==> src/rtl/intack_pkg.sv <==
package intack_pkg;

    typedef enum logic [2:0] {
        S_IDLE = 3'd0,
        S_T1A  = 3'd1,
        S_T2A  = 3'd2,
        S_GAP  = 3'd3,
        S_T1B  = 3'd4,
        S_T2B  = 3'd5
    } seq_st_e;

    typedef struct packed {
        seq_st_e     state;
        logic        armed;
        logic        hold_ack;
        logic        vec_valid;
        logic [7:0]  vec;
    } seq_regs_t;

endpackage

==> src/rtl/intack_gap_timer.sv <==
module intack_gap_timer #(
    parameter int GAP_EFF = 4
) (
    input  logic clk,
    input  logic rst_n,
    input  logic start,
    input  logic in_gap,
    output logic done
);
    localparam int CW = $clog2(GAP_EFF + 1);
    localparam logic [CW-1:0] LOAD = CW'(GAP_EFF - 1);

    logic [CW-1:0] cnt_d, cnt_q;

    always_comb begin
        cnt_d = cnt_q;
        if (start)
            cnt_d = LOAD;
        else if (in_gap && cnt_q != '0)
            cnt_d = cnt_q - 1'b1;
    end

    always_ff @(posedge clk or negedge rst_n) begin
        if (!rst_n) cnt_q <= '0;
        else        cnt_q <= cnt_d;
    end

    assign done = in_gap && (cnt_q == '0);


    gap_cnt_range_chk: assert property (@(posedge clk) disable iff (!rst_n)
        cnt_q <= LOAD);


    gap_load_chk: assert property (@(posedge clk) disable iff (!rst_n)
        start |=> (cnt_q == LOAD));

endmodule

==> src/rtl/intack_bus_enc.sv <==
module intack_bus_enc
    import intack_pkg::*;
#(
    parameter int ADDR_W = 32,
    parameter logic [ADDR_W-1:0] FIRST_ADDR  = ADDR_W'(4),
    parameter logic [ADDR_W-1:0] SECOND_ADDR = ADDR_W'(0)
) (
    input  seq_st_e           state,
    input  logic              hold_ack,
    output logic              ads_n,
    output logic              st_mem,
    output logic              st_data,
    output logic              st_write,
    output logic [3:0]        be_n,
    output logic [ADDR_W-1:0] addr,
    output logic              lock_n,
    output logic              dbus_float
);
    logic in_c1, in_c2, in_cyc;

    always_comb begin
        in_c1  = (state == S_T1A) || (state == S_T2A);
        in_c2  = (state == S_T1B) || (state == S_T2B);
        in_cyc = in_c1 || in_c2;
        ads_n  = !((state == S_T1A) || (state == S_T1B));
        st_mem   = !in_cyc;
        st_data  = !in_cyc;
        st_write = !in_cyc;
        be_n   = in_cyc ? 4'b1110 : 4'b1111;
        lock_n = (state == S_IDLE);
        dbus_float = in_cyc || hold_ack;
    end

    for (genvar i = 0; i < ADDR_W; i++) begin : g_addr
        assign addr[i] = in_c1 ? FIRST_ADDR[i] : (in_c2 ? SECOND_ADDR[i] : 1'b0);
    end

endmodule

==> src/rtl/intack_fsm.sv <==
module intack_fsm
    import intack_pkg::*;
(
    input  logic       clk,
    input  logic       rst_n,
    input  logic       irq_req,
    input  logic       irq_en,
    input  logic       rdy_n,
    input  logic       hold_req,
    input  logic [7:0] data_in,
    input  logic       gap_done,
    output logic       gap_start,
    output seq_st_e    state,
    output logic       hold_ack,
    output logic       vec_valid,
    output logic [7:0] vec_out
);
    seq_regs_t r_d, r_q;

    always_comb begin
        r_d = r_q;
        r_d.vec_valid = 1'b0;
        gap_start = 1'b0;
        if (!irq_en)
            r_d.armed = 1'b1;
        unique case (r_q.state)
            S_IDLE: begin
                if (r_q.hold_ack) begin
                    r_d.hold_ack = hold_req;
                end else if (irq_req && irq_en && r_q.armed) begin
                    r_d.state    = S_T1A;
                    r_d.hold_ack = 1'b0;
                end else begin
                    r_d.hold_ack = hold_req;
                end
            end
            S_T1A: r_d.state = S_T2A;
            S_T2A: begin
                if (!rdy_n) begin
                    r_d.state = S_GAP;
                    gap_start = 1'b1;
                end
            end
            S_GAP: begin
                if (gap_done) r_d.state = S_T1B;
            end
            S_T1B: r_d.state = S_T2B;
            S_T2B: begin
                if (!rdy_n) begin
                    r_d.state     = S_IDLE;
                    r_d.vec       = data_in;
                    r_d.vec_valid = 1'b1;
                    r_d.armed     = 1'b0;
                end
            end
            default: r_d.state = S_IDLE;
        endcase
    end

    always_ff @(posedge clk or negedge rst_n) begin
        if (!rst_n) begin
            r_q.state     <= S_IDLE;
            r_q.armed     <= 1'b1;
            r_q.hold_ack  <= 1'b0;
            r_q.vec_valid <= 1'b0;
            r_q.vec       <= '0;
        end else begin
            r_q <= r_d;
        end
    end

    assign state     = r_q.state;
    assign hold_ack  = r_q.hold_ack;
    assign vec_valid = r_q.vec_valid;
    assign vec_out   = r_q.vec;


    hold_idle_only_chk: assert property (@(posedge clk) disable iff (!rst_n)
        hold_ack |-> (state == S_IDLE));


    gap_exit_chk: assert property (@(posedge clk) disable iff (!rst_n)
        (state == S_GAP && !gap_done) |=> (state == S_GAP));

endmodule

==> src/rtl/intack_seq.sv <==
module intack_seq
    import intack_pkg::*;
#(
    parameter int ADDR_W  = 32,
    parameter int GAP_LEN = 4
) (
    input  logic              clk,
    input  logic              rst_n,
    input  logic              irq_req,
    input  logic              irq_en,
    input  logic              rdy_n,
    input  logic              hold_req,
    input  logic [7:0]        data_in,
    output logic              ads_n,
    output logic              st_mem,
    output logic              st_data,
    output logic              st_write,
    output logic [3:0]        be_n,
    output logic [ADDR_W-1:0] addr,
    output logic              lock_n,
    output logic              hold_ack,
    output logic              dbus_float,
    output logic              vec_valid,
    output logic [7:0]        vec_out
);
    localparam int GAP_EFF = (GAP_LEN < 4) ? 4 : GAP_LEN;
    localparam logic [ADDR_W-1:0] ADDR_FIRST = ADDR_W'(4);

    seq_st_e state;
    logic    gap_start, gap_done, in_gap;

    assign in_gap = (state == S_GAP);

    intack_fsm u_fsm (
        .clk(clk), .rst_n(rst_n), .irq_req(irq_req), .irq_en(irq_en),
        .rdy_n(rdy_n), .hold_req(hold_req), .data_in(data_in),
        .gap_done(gap_done), .gap_start(gap_start), .state(state),
        .hold_ack(hold_ack), .vec_valid(vec_valid), .vec_out(vec_out)
    );

    intack_gap_timer #(.GAP_EFF(GAP_EFF)) u_gap (
        .clk(clk), .rst_n(rst_n), .start(gap_start), .in_gap(in_gap),
        .done(gap_done)
    );

    intack_bus_enc #(
        .ADDR_W(ADDR_W), .FIRST_ADDR(ADDR_FIRST), .SECOND_ADDR(ADDR_W'(0))
    ) u_enc (
        .state(state), .hold_ack(hold_ack), .ads_n(ads_n), .st_mem(st_mem),
        .st_data(st_data), .st_write(st_write), .be_n(be_n), .addr(addr),
        .lock_n(lock_n), .dbus_float(dbus_float)
    );


    strobe_one_clk_chk: assert property (@(posedge clk) disable iff (!rst_n)
        !ads_n |=> ads_n);


    strobe_be_chk: assert property (@(posedge clk) disable iff (!rst_n)
        !ads_n |-> (be_n == 4'b1110));


    lock_starts_c1_chk: assert property (@(posedge clk) disable iff (!rst_n)
        $fell(lock_n) |-> (!ads_n && addr == ADDR_FIRST));


    no_hold_in_lock_chk: assert property (@(posedge clk) disable iff (!rst_n)
        !lock_n |-> !hold_ack);


    vec_pulse_chk: assert property (@(posedge clk) disable iff (!rst_n)
        vec_valid |=> !vec_valid);


    vec_at_unlock_chk: assert property (@(posedge clk) disable iff (!rst_n)
        vec_valid |-> $rose(lock_n));


    status_low_chk: assert property (@(posedge clk) disable iff (!rst_n)
        !ads_n |-> (!st_mem && !st_data && !st_write));

endmodule

==> config.mk <==
export PLATFORM = sky130hd
export DESIGN_NAME = intack_seq
export DESIGN_NICKNAME = d
export VERILOG_FILES = /design/src/rtl/intack_pkg.sv /design/src/rtl/intack_gap_timer.sv /design/src/rtl/intack_bus_enc.sv /design/src/rtl/intack_fsm.sv /design/src/rtl/intack_seq.sv
export SDC_FILE = /design/constraint.sdc
export NUM_CORES = 1
export LEC_CHECK = 0
export ABC_AREA = 1
export BUFFER_PORTS_ARGS = -buffer_cell sky130_fd_sc_hd__buf_2
export CAP_MARGIN = 20
export CORE_MARGIN = 2
export CORE_UTILIZATION = 41
export DETAILED_ROUTE_END_ITERATION = 7
export PLACE_DENSITY = 0.8
export SYNTH_ARGS = -nofsm -noshare
export SYNTH_HDL_FRONTEND = slang
export SYNTH_SLANG_ARGS = --single-unit
export TNS_END_PERCENT = 10
==> constraint.sdc <==
create_clock -name clk -period 1.35 [get_ports clk]
set_clock_uncertainty 0.2 [all_clocks]
set_input_delay 0.0675 -clock clk [delete_from_list [all_inputs] [get_ports clk]]
set_output_delay 0.0675 -clock clk [all_outputs]
set_load 0.005 [all_outputs]
==> results.md <==
* Clock Tree Root: clkbuf_4
* Die height at 60.3 um
* Fmax at 0.652 GHz
* WL per Instance at 9.48 um
* Netlist cell types at 25
* Post-synthesis async set-or-reset flop share at 100%
* Worst setup margin at -0.184 ns
* Avg Vias per Cell at 4.04
* Die X at 60.3 um
* DRC viols at 0
* Remaining Overflow, GRT at 0
* Placer Congestion at 0.735
* Non-filler cells, final at 243
* Most common cell after layout, fill and taps aside: conb_1
* Pin count of the biggest net entering global routing at 18
* Hold violation count in the final report at 0
* Pwr per Cell Area at 1970 nW/um^2
* Leakage at 0.843 nW
* TritonCTS clock tree: yes
* Via count at 981
* Layout area overhead at 18.8%
* Die area at 3630 um^2
* Number of global-route vias before repair at 893
* # port buffers at 31
* Clock Tree Buf Depth at 2
* CP required at 1.08 ns
* Diode count at 0
* Worst Path Arrival at 1.27 ns
* Syn Area/Cell at 8.32 um^2
* Fin crit period at 1.53 ns
* Routed WL at 2.30 mm
* CP Capture Type: output pin
* Dpl cells at 220
* Post-DRT Antenna Nets at 0
* H-tree depth at 1
* Setup repair after global routing missed its margin: true
* Post-Syn Area at 1300 um^2
* Initial antenna violation count at 0
* CTS clk-pin slew, worst paths at 0.10 ns
* Crit Path Class: reg2out
* Total CTS buffers at 3
* Final setup viols at 22
* Clk sink count at 17
* Number of flops mapped to enable cells by yosys at 0
* Top cells by area, synth: dfrtp_1 31%, buf_4 27%, nand2_1 8.7%
* Initial core utilization at 42.9%
* Share of cells above drive strength 1 at 36.7%
* Post-synthesis cell count at 156
* Global Route Usage Sum at 13.0%
* Fin nets at 216
* #FFs+latches synth at 17
* Final Max Tran Viols at 0
* Core Box Area at 3030 um^2
* VDD IR max at 0.000797 V
* Seq/Total Area, Yosys at 32.9%
* Worst skew pair latency at 0.28 ns
* IO Count at 66
* FF-to-FF Start: u_fsm.state[1]
* Status: complete, but fails checks
* Hpwl dp at 1.58 mm
* Std cell rows at 20
* Worst Hold Class: in2async
* Most common flop cell mapped by yosys: dfrtp_1
* Final Power at 0.00304 W
* Fin crit share at 114%
* Post-synth top area share at 30.9%
* Cell taking the most area after synthesis: dfrtp_1
* Most frequent cells in the layout: 34 x conb_1, 31 x buf_2, 29 x nand2_1
* Worst-path maximum fanout at 5
* First-pass GRT wire length at 3.56 mm
* Violations in the final reports: setup timing
* Crit path from: u_fsm.state[1]
* R2r setup slk at -0.10 ns
* Synth Warn # at 0
* Initial DRT Pass Iterations at 4
* Worst setup SP type: flip-flop
* DRT iter0 DRCs at 37
* Max Cap Viol at 0
==> Yosys cell counts (2+ instances only) <==
master   instances
nand2_2          3
nor2_2           2
nor2_1           7
nand2_4          3
a21oi_1          2
conb_1           2
nand4_1          4
ha_1             2
nand3_2          3
buf_4           46
o21ai_0         12
nand2_1         30
dfrtp_1         16
nor2_4           2
o21ai_2          2
inv_1           11
==> metal layers <==
layer,GRT usage [%],wire (um),share of wire (%)
met1,15.2,958,42
met2,23.8,1190,52
met3,1.30,129,5.6
met4,5.71,27,1.2
met5,0,0,0
==> sequential cells by signal, summed over array words and instances (netlist names) <==
name / flops
u_fsm.hold_ack: 1
u_fsm.r_q: 1
u_fsm.state: 3
u_fsm.vec_out: 8
u_fsm.vec_valid: 1
u_gap.cnt_q: 3
==> final timing paths <==
kind	to	cells past startpoint
min in group clk	u_fsm.hold_ack	6
hold / removal	u_fsm.vec_valid	2
setup / recovery	dbus_float	6
max in group asynchronous	u_fsm.r_q[10]	2
hold reg to reg	u_fsm.vec_out[0]	2
setup reg to reg	u_gap.cnt_q[2]	8
==> logic make-up (layout without fill, tap and decap cells) <==
family,Yosys count,in the layout,synth area share [%]
xor+xnor,1,1,0.675
simple gates,56,56,23.4
fa+ha+maj,2,2,1.93
flops,17,17,32.9
other cells,2,34,0.579
buf+inv,61,72,33.2
compound gates,17,17,7.33
==> through the flow <==
step | hold slack, ns | cell area [um^2] | TNS (ns) | util [%] | setup slack, ns
after global placement | -0.193 | 1290 | -0.00921 | 42.6 | -0.00443
after global routing | 0.0500 | 1540 | -4.53 | 50.9 | -0.294
after detailed placement | -0.188 | 1290 | -0.124 | 42.6 | -0.0368
final | 0.0384 | 1540 | -2.21 | 50.9 | -0.184
after CTS | 0.0304 | 1510 | -1.81 | 49.8 | -0.196
after floorplan | -0.428 | 1420 | 0 | - | 0.0171
==> power breakdown <==
group | leakage, nW | total [W] | internal (W) | switching, W
sequential | 0.207 | 0.000909 | 0.000750 | 0.000159
combinational | 0.621 | 0.00187 | 0.000868 | 0.000999
clock | 0.0150 | 0.000264 | 0.000115 | 0.000150
total | 0.843 | 0.00304 | 0.00173 | 0.00131
==> area by class of cell <==
class | count | area, um^2
Multi-Input combinational cell | 110 | 612
Inverter | 12 | 45.0
Fill cell | 294 | 1490
Sequential cell | 17 | 430
Tap cell | 44 | 55.1
Timing Repair Buffer | 56 | 373
Clock buffer | 4 | 26.3
==> worst max-delay path, stage by stage, from the launching register on <==
cell	delay [ns]
dfrtp_2	0.44
nand2_2	0.08
nand2_2	0.10
nor2_4	0.05
a21oi_4	0.14
nand2_1	0.06
buf_2	0.12
==> repair_timing <==
item,CTS,global route
hold endpoints to repair,29,0
hold buffers,12,0
buffers inserted,5,2
resized for setup,11,3
pin swaps,5,7
setup endpoints to repair,21,24
Note: power is estimated with default switching activity, not from simulation.
